File: src/rtl/detw_pkg.sv
package detw_pkg;

    typedef enum logic [2:0] {
        ST_IDLE,
        ST_TAKE_A,
        ST_TAKE_B,
        ST_SEND_A,
        ST_SEND_B
    } detw_state_e;

    typedef enum logic [1:0] {
        PIX_4   = 2'd0,
        PIX_8   = 2'd1,
        PIX_16  = 2'd2,
        PIX_16X = 2'd3
    } detw_pix_e;

endpackage

File: src/rtl/detw_coord.sv
// Maps a pixel index in quadrant order to raster x/y, including tiling of
// rectangles into squares along the longer axis.
module detw_coord #(
    parameter int MAX_LOG2 = 10,
    parameter int LOG_W    = 4,
    localparam int IDX_W   = 2 * MAX_LOG2
) (
    input  logic [IDX_W-1:0]    idx,
    input  logic [LOG_W-1:0]    lw,
    input  logic [LOG_W-1:0]    lh,
    output logic [MAX_LOG2-1:0] x,
    output logic [MAX_LOG2-1:0] y
);
    logic [LOG_W-1:0]    side;
    logic                wide;
    logic [MAX_LOG2-1:0] xi;
    logic [MAX_LOG2-1:0] yi;
    logic [IDX_W-1:0]    tile;
    logic [IDX_W-1:0]    tile_off;

    assign side = (lw < lh) ? lw : lh;
    assign wide = (lw > lh);

    for (genvar b = 0; b < MAX_LOG2; b++) begin : g_bit
        assign yi[b] = (LOG_W'(b) < side) ? idx[2*b]     : 1'b0;
        assign xi[b] = (LOG_W'(b) < side) ? idx[2*b + 1] : 1'b0;
    end

    assign tile     = idx >> {side, 1'b0};
    assign tile_off = tile << side;

    always_comb begin
        if (wide) begin
            x = xi | tile_off[MAX_LOG2-1:0];
            y = yi;
        end else begin
            x = xi;
            y = yi | tile_off[MAX_LOG2-1:0];
        end
    end
endmodule

File: src/rtl/detw_addr.sv
// Linear destination address: y*W + x, halved for packed 4-bit rows.
module detw_addr #(
    parameter int MAX_LOG2 = 10,
    parameter int LOG_W    = 4,
    localparam int IDX_W   = 2 * MAX_LOG2
) (
    input  logic [MAX_LOG2-1:0] x,
    input  logic [MAX_LOG2-1:0] y,
    input  logic [LOG_W-1:0]    lw,
    input  logic                half,
    output logic [IDX_W-1:0]    addr
);
    logic [IDX_W-1:0] full;

    assign full = ({{MAX_LOG2{1'b0}}, y} << lw) | {{MAX_LOG2{1'b0}}, x};
    assign addr = half ? (full >> 1) : full;
endmodule

File: src/rtl/detw_nibble.sv
// Re-pairs the nibbles of two vertical-pair bytes into one row byte.
module detw_nibble (
    input  logic [7:0] b0,
    input  logic [7:0] b1,
    input  logic       lower_row,
    output logic [7:0] row_byte
);
    assign row_byte = lower_row ? {b1[7:4], b0[7:4]} : {b1[3:0], b0[3:0]};
endmodule

File: src/rtl/detwiddle_gen.sv
module detwiddle_gen #(
    parameter int MAX_LOG2 = 10,
    parameter int DATA_W   = 16,
    localparam int LOG_W   = $clog2(MAX_LOG2 + 1),
    localparam int IDX_W   = 2 * MAX_LOG2
) (
    input  logic                clk,
    input  logic                rst_n,
    input  logic                start,
    input  logic [LOG_W-1:0]    cfg_log_w,
    input  logic [LOG_W-1:0]    cfg_log_h,
    input  logic [1:0]          cfg_pix,
    input  logic                src_valid,
    output logic                src_ready,
    input  logic [DATA_W-1:0]   src_data,
    output logic                out_valid,
    input  logic                out_ready,
    output logic [MAX_LOG2-1:0] out_x,
    output logic [MAX_LOG2-1:0] out_y,
    output logic [IDX_W-1:0]    out_addr,
    output logic [DATA_W-1:0]   out_data,
    output logic                out_last
);
    import detw_pkg::*;

    localparam int PAD_W = DATA_W - 8;

    detw_state_e      state, state_nx;
    logic [LOG_W-1:0] lw_q, lh_q;
    logic [1:0]       pix_q;
    logic             pair_q;
    logic [IDX_W-1:0] cnt, total_m1, base_idx;
    logic [DATA_W-1:0] word_a;
    logic [7:0]       byte_b;
    logic             final_q;

    // Job size from the cfg inputs, captured on start
    logic [LOG_W:0]   cfg_sum;
    logic [IDX_W:0]   n_all, n_src, n_src_m1;
    logic             pair_n;

    assign cfg_sum  = {1'b0, cfg_log_w} + {1'b0, cfg_log_h};
    assign n_all    = (IDX_W + 1)'(1) << cfg_sum;
    assign pair_n   = (cfg_pix == PIX_4) && (cfg_sum != '0);
    assign n_src    = pair_n ? (n_all >> 1) : n_all;
    assign n_src_m1 = n_src - (IDX_W + 1)'(1);

    logic take_hs, send_hs, is_last_src;
    assign take_hs     = src_ready && src_valid;
    assign send_hs     = out_valid && out_ready;
    assign is_last_src = (cnt == total_m1);

    // State register
    always_ff @(posedge clk) begin
        if (!rst_n) state <= ST_IDLE;
        else        state <= state_nx;
    end

    // Transitions
    always_comb begin
        state_nx = state;
        unique case (state)
            ST_IDLE:   if (start)   state_nx = ST_TAKE_A;
            ST_TAKE_A: if (take_hs) state_nx = pair_q ? ST_TAKE_B : ST_SEND_A;
            ST_TAKE_B: if (take_hs) state_nx = ST_SEND_A;
            ST_SEND_A: if (send_hs) state_nx = pair_q  ? ST_SEND_B :
                                               final_q ? ST_IDLE : ST_TAKE_A;
            ST_SEND_B: if (send_hs) state_nx = final_q ? ST_IDLE : ST_TAKE_A;
            default:                state_nx = ST_IDLE;
        endcase
    end

    // Job and element registers
    always_ff @(posedge clk) begin
        if (!rst_n) begin
            lw_q     <= '0;
            lh_q     <= '0;
            pix_q    <= PIX_8;
            pair_q   <= 1'b0;
            cnt      <= '0;
            total_m1 <= '0;
            base_idx <= '0;
            word_a   <= '0;
            byte_b   <= '0;
            final_q  <= 1'b0;
        end else begin
            if (state == ST_IDLE && start) begin
                lw_q     <= cfg_log_w;
                lh_q     <= cfg_log_h;
                pix_q    <= cfg_pix;
                pair_q   <= pair_n;
                cnt      <= '0;
                total_m1 <= n_src_m1[IDX_W-1:0];
                final_q  <= 1'b0;
            end
            if (state == ST_TAKE_A && src_valid) begin
                word_a   <= src_data;
                base_idx <= pair_q ? {cnt[IDX_W-2:0], 1'b0} : cnt;
                cnt      <= cnt + 1'b1;
                if (!pair_q && is_last_src) final_q <= 1'b1;
            end
            if (state == ST_TAKE_B && src_valid) begin
                byte_b   <= src_data[7:0];
                cnt      <= cnt + 1'b1;
                if (is_last_src) final_q <= 1'b1;
            end
        end
    end

    // Position and data path
    logic [MAX_LOG2-1:0] cx, cy, row_y;
    logic                lower_row;
    logic [7:0]          nib_byte;

    assign lower_row = (state == ST_SEND_B);
    assign row_y     = cy + MAX_LOG2'(lower_row);

    detw_coord #(.MAX_LOG2(MAX_LOG2), .LOG_W(LOG_W)) u_coord (
        .idx (base_idx),
        .lw  (lw_q),
        .lh  (lh_q),
        .x   (cx),
        .y   (cy)
    );

    detw_addr #(.MAX_LOG2(MAX_LOG2), .LOG_W(LOG_W)) u_addr (
        .x    (cx),
        .y    (row_y),
        .lw   (lw_q),
        .half (pair_q),
        .addr (out_addr)
    );

    detw_nibble u_nibble (
        .b0        (word_a[7:0]),
        .b1        (byte_b),
        .lower_row (lower_row),
        .row_byte  (nib_byte)
    );

    // Outputs
    always_comb begin
        src_ready = (state == ST_TAKE_A) || (state == ST_TAKE_B);
        out_valid = (state == ST_SEND_A) || (state == ST_SEND_B);
        out_x     = cx;
        out_y     = row_y;
        if (pair_q)        out_data = {{PAD_W{1'b0}}, nib_byte};
        else if (pix_q[1]) out_data = word_a;
        else               out_data = {{PAD_W{1'b0}}, word_a[7:0]};
        out_last  = final_q && (((state == ST_SEND_A) && !pair_q) ||
                                (state == ST_SEND_B));
    end
endmodule

File: config.mk
export PLATFORM = sky130hd
export DESIGN_NAME = detwiddle_gen
export DESIGN_NICKNAME = d
export VERILOG_FILES = /design/src/rtl/detw_pkg.sv /design/src/rtl/detw_coord.sv /design/src/rtl/detw_addr.sv /design/src/rtl/detw_nibble.sv /design/src/rtl/detwiddle_gen.sv
export SDC_FILE = /design/constraint.sdc
export NUM_CORES = 1
export LEC_CHECK = 0
export ABC_AREA = 0
export BUFFER_PORTS_ARGS = -buffer_cell sky130_fd_sc_hd__buf_2
export CORE_MARGIN = 2
export CORE_UTILIZATION = 54
export DETAILED_ROUTE_END_ITERATION = 6
export GPL_ROUTABILITY_DRIVEN = 0
export HOLD_SLACK_MARGIN = 0.12
export PLACE_DENSITY = 0.86
export SYNTH_ARGS = -nofsm -noshare
export SYNTH_HDL_FRONTEND = slang
export SYNTH_HIERARCHICAL = 1
export SYNTH_SLANG_ARGS = --single-unit
File: constraint.sdc
create_clock -name clk -period 5.42 [get_ports clk]
set_input_delay 0.813 -clock clk [delete_from_list [all_inputs] [get_ports clk]]
set_output_delay 0.813 -clock clk [all_outputs]
set_load 0.01 [all_outputs]
==> flow_summary_export.csv <==
group,metric,value,unit
pwr,p_per_area,302,nW/µm²
global_route,grt_first_pass_wirelength,40200,µm
clocking,root_buffer,"clkbuf_16",
global_route,grt-ovfl-total,0,
clocking,htree_num_levels,3,
yosys,yosysMostFrequentCell,"nand2_1",
yosys,synth_edf_count,0,
yosys,ys_top_cells_by_count,"nand2_1 (150), dfxtp_1 (98), a21oi_1 (83), nor2_1 (78)",
die,die_area,15300,µm²
detailed_routing,post_drt_wl_per_cell,21.7,µm
timing,whs,0.451,ns
clocking,cts_buffers,9,
timing,fin_ws,-0.869,ns
yosys,synthTopCellsByArea,"dfxtp_1 (25%), nand2_1 (7.3%), mux2i_1 (6.5%)",
die,initial_core_util,0.555,
critical_path,worstSetupEndpointType,"output port",
placed_design,dpl.hpwl,17300,µm
clocking,cts_tree,"done",
placed_design,pre_cts_ws,-0.323,ns
critical_path,crit_type,"flip-flop to output port",
clocking,clk_latency,0.34,ns
yosys,syn_inst,986,
yosys,synth_flop_cell,"dfxtp_1",
timing,setup_viol,20,
yosys,synth-async-reset-ratio,0,
detailed_routing,drc_errors,96,
clocking,hold_buffers,0,
clocking,clk_pin_slew_worst_paths,0.07,ns
global_route,antenna_found_initial,0,
yosys,ys_seq_area_frac,0.254,
detailed_routing,routed_via_density,7.00,
global_route,grt_max_degree,81,
layout,nNetsFinal,1182,
clocking,clock_sinks,98,
status,violations,"DRC, setup timing",
layout,antenna_cells,0,
detailed_routing,drtIter0Drc,1424,
timing,post-route-min-period,6.29,ns
yosys,yosys.cell_types.count,97,
layout,drive_gt1_frac,0.331,
detailed_routing,num_vias,9256,
yosys,synth_area_leader_cell,"dfxtp_1",
yosys,synth-seq-cells,98,
yosys,syn_area_per_cell,7.84,µm²
pwr,vdd.ir_drop.worst,0.185,mV
detailed_routing,drt_pass1_iterations,7,
yosys,synth_nets,1031,
die,die_w,124,µm
critical_path,path_max_fanout,6,
timing,clock_skew,0.00913,ns
die,io_pins,90,
pwr,p_leak,3.86,nW
worst_hold_path,min_path_type,"flip-flop to flip-flop",
yosys,synth_top_area_share,0.254,
timing,tightest_slew,0.929,ns
timing,rsz0062_at_grt,"yes",
critical_path,cp-start-kind,"flip-flop",
global_route,grt_usage,0.330,
critical_path,crit_arrival,5.48,ns
flow_run,drv_cap,0,
timing,drv_slew,0,
detailed_routing,ant_nets,0,
critical_path,required,4.61,ns
yosys,synthesis.area,7730,µm²
layout,area_growth,28.8,%
timing,relSlewSlack,0.365,
placed_design,portBuffers,89,
yosys,synth_warnings,6,
layout,final_util,0.715,
status,status,"finished with violations",
timing,fmax,159,MHz
clocking,clock_path_buffers,2,
die,num_rows,43,
die,die_h,124,µm
die,core_area,13900,µm²
detailed_routing,drt-total-wl,28700,µm
timing,hold_viol_final,0,
timing,finalSetupTns,-12.63,ns
global_route,grt_pass1_vias,8152,
timing,period_share,1.16,
## timing repair
item,4_1_cts,5_1_grt
endpoints found under the setup margin,20,19
gates resized for setup,60,52
pin swaps,25,38
setup buffers,9,17
## cells in the final DEF (no fill, tap or decap), types with 6 or more instances in the layout
master / count
a211oi_1: 27
buf_4: 111
nand2_1: 145
o21ai_1: 7
a21oi_2: 6
xnor2_1: 23
mux2_2: 12
nand4_1: 10
buf_6: 6
buf_2: 89
nand3b_1: 6
o22ai_1: 7
o21ai_2: 7
inv_1: 11
nand3_1: 24
dfxtp_1: 94
o211ai_1: 10
o21a_1: 6
a31oi_1: 9
o21ai_0: 36
a21oi_1: 77
mux2_4: 16
and2_1: 14
mux4_2: 6
ha_1: 8
mux2i_1: 43
nor2b_1: 10
nor2_1: 74
nor3_1: 13
and3_1: 7
a21o_1: 9
clkbuf_16: 9
a211oi_2: 6
mux2i_2: 6
## final timing paths
kind	start	to	slack (ns)	cells after the start
max	lh_q[1]	out_addr[8]	-0.87	22
min	word_a[10]	word_a[10]	0.45	2
max reg2reg	state[1]	cnt[16]	2.37	6
min reg2reg	word_a[10]	word_a[10]	0.45	2
## flip-flops by register name, indices dropped and copies added, names as in the netlist
register,count
total_m1,20
base_idx,20
byte_b,8
pair_q,1
word_a,16
lh_q,4
cnt,20
pix_q,1
final_q,1
lw_q,4
state,3
## layer usage
layer	GRT usage	up-vias	share of wire
met5	0	-	0
met4	0.170	0	0.073
met3	0.0710	254	0.10
met2	0.564	759	0.47
met1	0.387	4278	0.36
li1	-	3965	-
## power by group
part           internal [mW]  leakage, nW  total (mW)  switching, mW
clock                  0.361        0.142       0.644          0.283
combinational          0.665         2.92        1.52          0.857
sequential             0.773        0.801       0.841         0.0681
total                   1.80         3.86        3.01           1.21
## final cells by class
| class | count | area (µm²) |
|---|---|---|
| Multi-Input combinational cell | 804 | 6000 |
| Fill cell | 948 | 3970 |
| Sequential cell | 98 | 1970 |
| Timing Repair Buffer | 209 | 1410 |
| Clock buffer | 9 | 225 |
| Tap cell | 180 | 225 |
| Clock inverter | 7 | 76.3 |
| Inverter | 15 | 56.3 |
## cells by family after synthesis
| family | count (synthesis) | share of synthesized area |
|---|---|---|
| xor+xnor | 36 | 0.0408 |
| fa+ha+maj | 14 | 0.0236 |
| compound gates | 303 | 0.275 |
| flops | 98 | 0.254 |
| mux | 88 | 0.137 |
| buf+inv | 84 | 0.0484 |
| simple gates | 363 | 0.223 |
## metrics by stage
| step | instances | area (µm²) | power [mW] |
|---|---|---|---|
| 2_1_floorplan | 986 | 7760 | 1.58 |
| 3_3_place_gp | 1281 | 8870 | 2.00 |
| 3_5_place_dp | 1281 | 8870 | 2.03 |
| 4_1_cts | 1306 | 9560 | 2.77 |
| 5_1_grt | 1322 | 9960 | 3.11 |
| 6_report | 1322 | 9960 | 3.01 |
## worst max-delay path, stage by stage, from the launching register on
cell and delay (ns):
dfxtp_2 0.33, inv_2 0.05, ha_4 0.21, nor2b_4 0.14, o211a_4 0.27, nor4_1 0.30
buf_4 0.19, o21ai_2 0.10, a21oi_1 0.53, nor4_4 0.12, buf_4 0.17, a21oi_2 0.13
a21oi_2 0.09, a21o_1 0.24, o32ai_4 0.31, buf_6 0.17, nand4_1 0.16, xnor2_2 0.28
mux2i_2 0.13, mux4_2 0.61, o211ai_1 0.29, o21a_1 0.17, buf_2 0.13
No activity file was read; power rests on OpenSTA's default activity.
